`src/rtl/acc_alu_pkg.sv`:
```
package acc_alu_pkg;

   localparam int OP_W = 4;

   typedef enum logic [OP_W-1:0] {
      OP_ADD = 4'd0,
      OP_ADC = 4'd1,
      OP_SUB = 4'd2,
      OP_SBB = 4'd3,
      OP_AND = 4'd4,
      OP_XOR = 4'd5,
      OP_OR  = 4'd6,
      OP_CMP = 4'd7,
      OP_INC = 4'd8,
      OP_DEC = 4'd9
   } alu_op_e;

   localparam int FB_S   = 7;
   localparam int FB_Z   = 6;
   localparam int FB_AC  = 4;
   localparam int FB_P   = 2;
   localparam int FB_ONE = 1;
   localparam int FB_CY  = 0;

   typedef struct packed {
      logic s;
      logic z;
      logic ac;
      logic p;
      logic cy;
   } flag_set_t;

   typedef struct packed {
      logic is_arith;
      logic is_logic;
      logic is_incdec;
      logic do_sub;
      logic use_cin;
      logic wr_res;
      logic valid;
      logic [1:0] lsel;
   } alu_ctl_t;

   function automatic logic [7:0] pack_flags(flag_set_t f);
      logic [7:0] b;
      b = 8'h00;
      b[FB_S]   = f.s;
      b[FB_Z]   = f.z;
      b[FB_AC]  = f.ac;
      b[FB_P]   = f.p;
      b[FB_ONE] = 1'b1;
      b[FB_CY]  = f.cy;
      return b;
   endfunction

endpackage

```
`src/rtl/acc_opnd_mux.sv`:
```
module acc_opnd_mux #(
   parameter int DATA_W = 8
) (
   input  logic [DATA_W-1:0] reg_opnd,
   input  logic [DATA_W-1:0] imm_opnd,
   input  logic              use_imm,
   output logic [DATA_W-1:0] opnd
);
   assign opnd = use_imm ? imm_opnd : reg_opnd;
endmodule

```
`src/rtl/acc_op_decode.sv`:
```
module acc_op_decode
   import acc_alu_pkg::*;
(
   input  logic [OP_W-1:0] op,
   output alu_ctl_t        ctl
);
   always_comb begin
      ctl = '0;
      ctl.valid = 1'b1;
      unique case (op)
         OP_ADD: begin ctl.is_arith = 1'b1; ctl.wr_res = 1'b1; end
         OP_ADC: begin ctl.is_arith = 1'b1; ctl.use_cin = 1'b1; ctl.wr_res = 1'b1; end
         OP_SUB: begin ctl.is_arith = 1'b1; ctl.do_sub = 1'b1; ctl.wr_res = 1'b1; end
         OP_SBB: begin
            ctl.is_arith = 1'b1; ctl.do_sub = 1'b1;
            ctl.use_cin  = 1'b1; ctl.wr_res = 1'b1;
         end
         OP_CMP: begin ctl.is_arith = 1'b1; ctl.do_sub = 1'b1; end
         OP_AND: begin ctl.is_logic = 1'b1; ctl.lsel = 2'd0; ctl.wr_res = 1'b1; end
         OP_XOR: begin ctl.is_logic = 1'b1; ctl.lsel = 2'd1; ctl.wr_res = 1'b1; end
         OP_OR:  begin ctl.is_logic = 1'b1; ctl.lsel = 2'd2; ctl.wr_res = 1'b1; end
         OP_INC: begin ctl.is_incdec = 1'b1; ctl.wr_res = 1'b1; end
         OP_DEC: begin ctl.is_incdec = 1'b1; ctl.do_sub = 1'b1; ctl.wr_res = 1'b1; end
         default: ctl.valid = 1'b0;
      endcase
   end
endmodule

```
`src/rtl/acc_addsub.sv`:
```
module acc_addsub #(
   parameter int DATA_W       = 8,
   parameter bit NIBBLE_SPLIT = 1'b1
) (
   input  logic [DATA_W-1:0] x,
   input  logic [DATA_W-1:0] y,
   input  logic              cin,
   input  logic              sub,
   output logic [DATA_W-1:0] sum,
   output logic              cy,
   output logic              ac
);
   localparam int NIB_W = 4;

   logic [DATA_W-1:0] y_eff;
   logic              c_eff;
   logic [DATA_W:0]   full;
   logic              c_nib;

   assign y_eff = sub ? ~y : y;
   assign c_eff = sub ? ~cin : cin;
   assign full  = {1'b0, x} + {1'b0, y_eff} + {{DATA_W{1'b0}}, c_eff};
   assign sum   = full[DATA_W-1:0];
   assign cy    = sub ? ~full[DATA_W] : full[DATA_W];

   generate
      if (NIBBLE_SPLIT) begin : g_nib_add
         logic [NIB_W:0] low;
         assign low   = {1'b0, x[NIB_W-1:0]} + {1'b0, y_eff[NIB_W-1:0]}
                        + {{NIB_W{1'b0}}, c_eff};
         assign c_nib = low[NIB_W];
      end else begin : g_nib_xor
         assign c_nib = x[NIB_W] ^ y_eff[NIB_W] ^ full[NIB_W];
      end
   endgenerate

   assign ac = sub ? ~c_nib : c_nib;
endmodule

```
`src/rtl/acc_flag_reg.sv`:
```
module acc_flag_reg (
   input  logic       clk,
   input  logic       rst_n,
   input  logic       load,
   input  logic [7:0] d,
   output logic [7:0] q
);
   localparam logic [7:0] RST_VAL = 8'h02;

   always_ff @(posedge clk or negedge rst_n) begin
      if (!rst_n)    q <= RST_VAL;
      else if (load) q <= d;
   end
endmodule

```
`src/rtl/acc_alu_flags.sv`:
```
module acc_alu_flags
   import acc_alu_pkg::*;
#(
   parameter int DATA_W       = 8,
   parameter bit NIBBLE_SPLIT = 1'b1
) (
   input  logic              clk,
   input  logic              rst_n,
   input  logic [DATA_W-1:0] acc_i,
   input  logic [DATA_W-1:0] reg_opnd_i,
   input  logic [DATA_W-1:0] imm_opnd_i,
   input  logic              use_imm_i,
   input  logic [OP_W-1:0]   op_i,
   input  logic              carry_i,
   input  logic              flag_we_i,
   output logic [DATA_W-1:0] result_o,
   output logic              result_we_o,
   output logic [7:0]        flags_o
);
   localparam logic [DATA_W-1:0] ONE = {{(DATA_W-1){1'b0}}, 1'b1};

   generate
      if (DATA_W < 5) begin : g_bad_width
         $error("acc_alu_flags: DATA_W must be at least 5");
      end
   endgenerate

   logic [DATA_W-1:0] opnd;
   alu_ctl_t          ctl;
   logic [DATA_W-1:0] as_x, as_y, as_sum, lres, res;
   logic              as_cin, as_cy, as_ac;
   flag_set_t         fl;

   acc_opnd_mux #(.DATA_W(DATA_W)) u_mux (
      .reg_opnd(reg_opnd_i), .imm_opnd(imm_opnd_i),
      .use_imm(use_imm_i), .opnd(opnd)
   );

   acc_op_decode u_dec (.op(op_i), .ctl(ctl));

   always_comb begin
      if (ctl.is_incdec) begin
         as_x   = opnd;
         as_y   = ONE;
         as_cin = 1'b0;
      end else begin
         as_x   = acc_i;
         as_y   = opnd;
         as_cin = ctl.use_cin & carry_i;
      end
   end

   acc_addsub #(.DATA_W(DATA_W), .NIBBLE_SPLIT(NIBBLE_SPLIT)) u_as (
      .x(as_x), .y(as_y), .cin(as_cin), .sub(ctl.do_sub),
      .sum(as_sum), .cy(as_cy), .ac(as_ac)
   );

   always_comb begin
      unique case (ctl.lsel)
         2'd0:    lres = acc_i & opnd;
         2'd1:    lres = acc_i ^ opnd;
         default: lres = acc_i | opnd;
      endcase
   end

   always_comb begin
      res = ctl.is_logic ? lres : as_sum;
      if (!ctl.valid) res = '0;
   end

   always_comb begin
      fl.s = res[DATA_W-1];
      fl.z = (res == '0);
      fl.p = ~^res;
      if (ctl.is_logic) begin
         fl.cy = 1'b0;
         fl.ac = (ctl.lsel == 2'd0);
      end else if (ctl.is_incdec) begin
         fl.cy = carry_i;
         fl.ac = as_ac;
      end else begin
         fl.cy = as_cy;
         fl.ac = as_ac;
      end
   end

   acc_flag_reg u_freg (
      .clk(clk), .rst_n(rst_n),
      .load(flag_we_i & ctl.valid),
      .d(pack_flags(fl)), .q(flags_o)
   );

   assign result_o    = res;
   assign result_we_o = ctl.valid & ctl.wr_res;
endmodule

```
`config.mk`:
```
export PLATFORM = sky130hd
export DESIGN_NAME = acc_alu_flags
export DESIGN_NICKNAME = d
export VERILOG_FILES = /design/src/rtl/acc_alu_pkg.sv /design/src/rtl/acc_opnd_mux.sv /design/src/rtl/acc_op_decode.sv /design/src/rtl/acc_addsub.sv /design/src/rtl/acc_flag_reg.sv /design/src/rtl/acc_alu_flags.sv
export SDC_FILE = /design/constraint.sdc
export NUM_CORES = 1
export LEC_CHECK = 0
export BUFFER_PORTS_ARGS = -buffer_cell sky130_fd_sc_hd__buf_2
export CORE_ASPECT_RATIO = 0.9
export CORE_UTILIZATION = 45
export DETAILED_ROUTE_END_ITERATION = 6
export GPL_TIMING_DRIVEN = 1
export PLACE_DENSITY = 0.66
export SLEW_MARGIN = 20
export SYNTH_ARGS = -nofsm -noshare
export SYNTH_HDL_FRONTEND = slang
export SYNTH_HIERARCHICAL = 1
export SYNTH_SLANG_ARGS = --single-unit
```
`constraint.sdc`:
```
create_clock -name clk -period 8.55 [get_ports clk]
set_input_delay 1.71 -clock clk [delete_from_list [all_inputs] [get_ports clk]]
set_output_delay 1.71 -clock clk [all_outputs]
set_load 0.02 [all_outputs]
```
==> results.env <==
RUN_STATUS='finished with violations'
FAILING_CHECKS='design-rule violations'
FLIP_FLOP_COUNT_OF_THE_LARGEST_REGISTER_ALL_COPIES_AND_WORDS_ADDED=8
LARGEST_REGISTERS='u_freg/q (8)'
FINAL.PERIOD_UTILIZATION_PCT=82.14
CLK_PIN_SLEW_NS=0.04
FIN_CRIT_NS=7.023
DETAIL_ROUTE.DRC_VIOLATIONS=5
CLOCK_LATENCY_NS=0.23
CTSLONGESTPATHBUFFERS=2
P_SW_SHARE_PCT=42.19
HTREEDEPTH=1
SETUP_VIOL=0
ACHIEVABLE-FREQUENCY_GHz=0.1424
POWER_DENSITY_nW_PER_UM2=161.7
CRIT_TYPE='input port to output pin'
SYNTH_AREA_UM2=1931
HOLD_BUFFERS=0
LARGEST-REGISTER='u_freg/q'
LAYOUT-AREA-OVERHEAD-VS-SYNTH_PCT=14.45
AREA_OF_THE_CORE_UM2=4101
WORSTHOLDPATHTYPE='flop to flop'
FIN_WORST_SKEW_NS=0
FLOORPLAN.INITIALDENSITY_PCT=47.07
MET3_USAGE_PCT=0.7886
MAXIMUM_CAPACITANCE_VIOLATIONS=0
VIASPERCELL=5.367
NUMCTSBUFFERS=3
BUSIEST_LAYER='met2'
FIRST_ITER_VIOLATIONS=66
DIE_H_UM=64.14
CLK_ROOT_BUFFER_CELL='clkbuf_8'
BUFFER_PORTS.INSERTED=49
HOLD_DEPTH=1
P_COMB_SHARE_PCT=71.2
ANTENNA_FOUND_INITIAL=0
FINAL.FILL_COUNT=402
PWR-SHARE-CLK_PCT=13.1
GROUTE.LAYER.MET2.USAGE_PCT=32.81
GRT_MAX_DEGREE=28
FLOORPLAN.ROWS=22
WORST_PIN_SLEW_NS=1.074
CTS.REPAIR.RESIZED=0
POST_SYNTH.CELL_AREA_AVG_UM2=9.237
WORST_IR_DROP_VDD_V=0.00006791
CRIT_PATH_START_KIND='input port'
DETAILROUTE.VIA_COUNT=1610
YOSYSWARNINGS=6
GROUTE.LAYER.MET1.USAGE_PCT=23.78
SHARE_SEQ_OF_TOTAL_POWER_PCT=15.7
TRITONCTS='yes'
CP_ARRIVAL_NS=5.31
N_ANTENNA_CELL=0
P_SWITCHING_W=0.0001508
WL_PER_CELL_UM=13.22
GRTUSAGETOTAL_PCT=18.24
CLOCK_SINK_COUNT=8
FIN_NETS=315
DIE_WIDTH_UM=71.04
REPORT.FINAL.HOLD_VIOL_COUNT=0
FINAL.HOLD.WORST_SLACK_NS=0.5049
POST_CTS_SETUP_BUFFERS=0
WORST_SETUP_PATH_END_KIND='output pin'
GP_CONGESTION=0.7976
RELSLEWSLACK_PCT=28.27
DRIVE_ABOVE_1_SHARE_PCT=41.67
RSZ_0062_RAISED_AFTER_GLOBAL_ROUTING='false'
SETUP_TNS_NS=0
FLOORPLAN.DIE_AREA_UM2=4557
GRT_PASS1_WL_UM=6713
FF2FF_PATH_DEPTH=1
DETAILEDROUTE.FIRSTPASSITERATIONCOUNT=7
CRITICAL_PATH_REQUIRED_NS=6.84
POWER_REPORT.INTERNAL_TOTAL_W=0.0002066
TOTALWIRELENGTH_UM=3965
VIA_COUNT_OF_THE_FIRST_GLOBAL_ROUTING_PASS=1544
DRV_SLEW=0
REMAINING_NUMBER_OF_NETS_FLAGGED_BY_THE_ANTENNA_CHECK_AFTER_ROUTING=0
BOUNDARYPINS=50
GRT.OVERFLOW.TOTAL=0
CRITICAL_PATH.MAX_FANOUT=27
POWER_LEAKAGE_nW=1.140
SYN_INST=209
DETAILEDPLACEMENTHPWL_UM=3156
==> layout make-up <==
| type | instances | area [µm²] | area share [%] |
|---|---|---|---|
| Sequential cell | 8 | 201.4 | 9.117 |
| Clock buffer | 4 | 45.04 | 2.039 |
| Multi-Input combinational cell | 170 | 1572 | 71.12 |
| Tap cell | 48 | 60.06 | 2.718 |
| Inverter | 19 | 71.32 | 3.228 |
| Timing Repair Buffer | 51 | 260.3 | 11.78 |
==> worst paths after layout <==
check / startpoint / end / slack [ns]
worst max-delay path: op_i[2] / result_o[6] / 1.53
worst min-delay path: u_freg/q[3] / u_freg/q[3] / 0.50
worst max register to register: u_freg/q[2] / u_freg/q[2] / 7.78
worst min register to register: u_freg/q[3] / u_freg/q[3] / 0.50
max in group asynchronous: rst_n / u_freg/q[1] / 7.00
min in group asynchronous: rst_n / u_freg/q[0] / 1.31
==> routing by layer <==
layer	wire, µm	vias to the layer above
li1	-	836
met1	1902	726
met2	1861	44
met3	170	4
met4	30	0
met5	0	-
==> per-stage QoR <==
stage / instance area [µm²] / setup WS, ns / std cells / util [%] / power (W)
final: 2210 / 1.527 / 300 / 53.87 / 0.0003574
after global routing: 2210 / 1.315 / 300 / 53.87 / 0.0003873
after CTS: 2210 / 1.510 / 300 / 53.87 / 0.0003608
after detailed placement: 2165 / 1.510 / 296 / 52.78 / 0.0003119
after global placement: 2165 / 1.566 / 296 / 52.78 / 0.0003091
after floorplan: 1934 / 2.222 / 210 / - / 0.0002567
==> power groups by stage <==
stage	Sequential (W)	Combinational [W]	Clock (W)
3_5_place_dp	0.0000568	0.000255	0
5_1_grt	0.0000574	0.000280	0.0000503
2_1_floorplan	0.0000698	0.000187	0
6_report	0.0000560	0.000255	0.0000467
3_3_place_gp	0.0000561	0.000253	0
4_1_cts	0.0000563	0.000256	0.0000485
==> critical path, cell delays in order <==
cell	delay, ns
buf_2	0.14
nor3b_2	0.17
buf_4	0.28
a32o_1	0.61
xor2_1	0.19
fa_1	0.46
fa_1	0.43
a21oi_2	0.16
o22ai_1	0.11
or2_1	0.23
xor2_1	0.14
nor2b_1	0.14
a221o_1	0.38
buf_2	0.16
==> placed cells by master (no fill, tap or decap), types with 9 or more instances in the layout <==
master	n
mux2_2	9
xor2_1	11
inv_1	19
ha_1	27
buf_2	49
mux2_4	16
nand2_1	10
nor2_1	14
o21ai_0	9
Power figures use the tool's default switching activity.
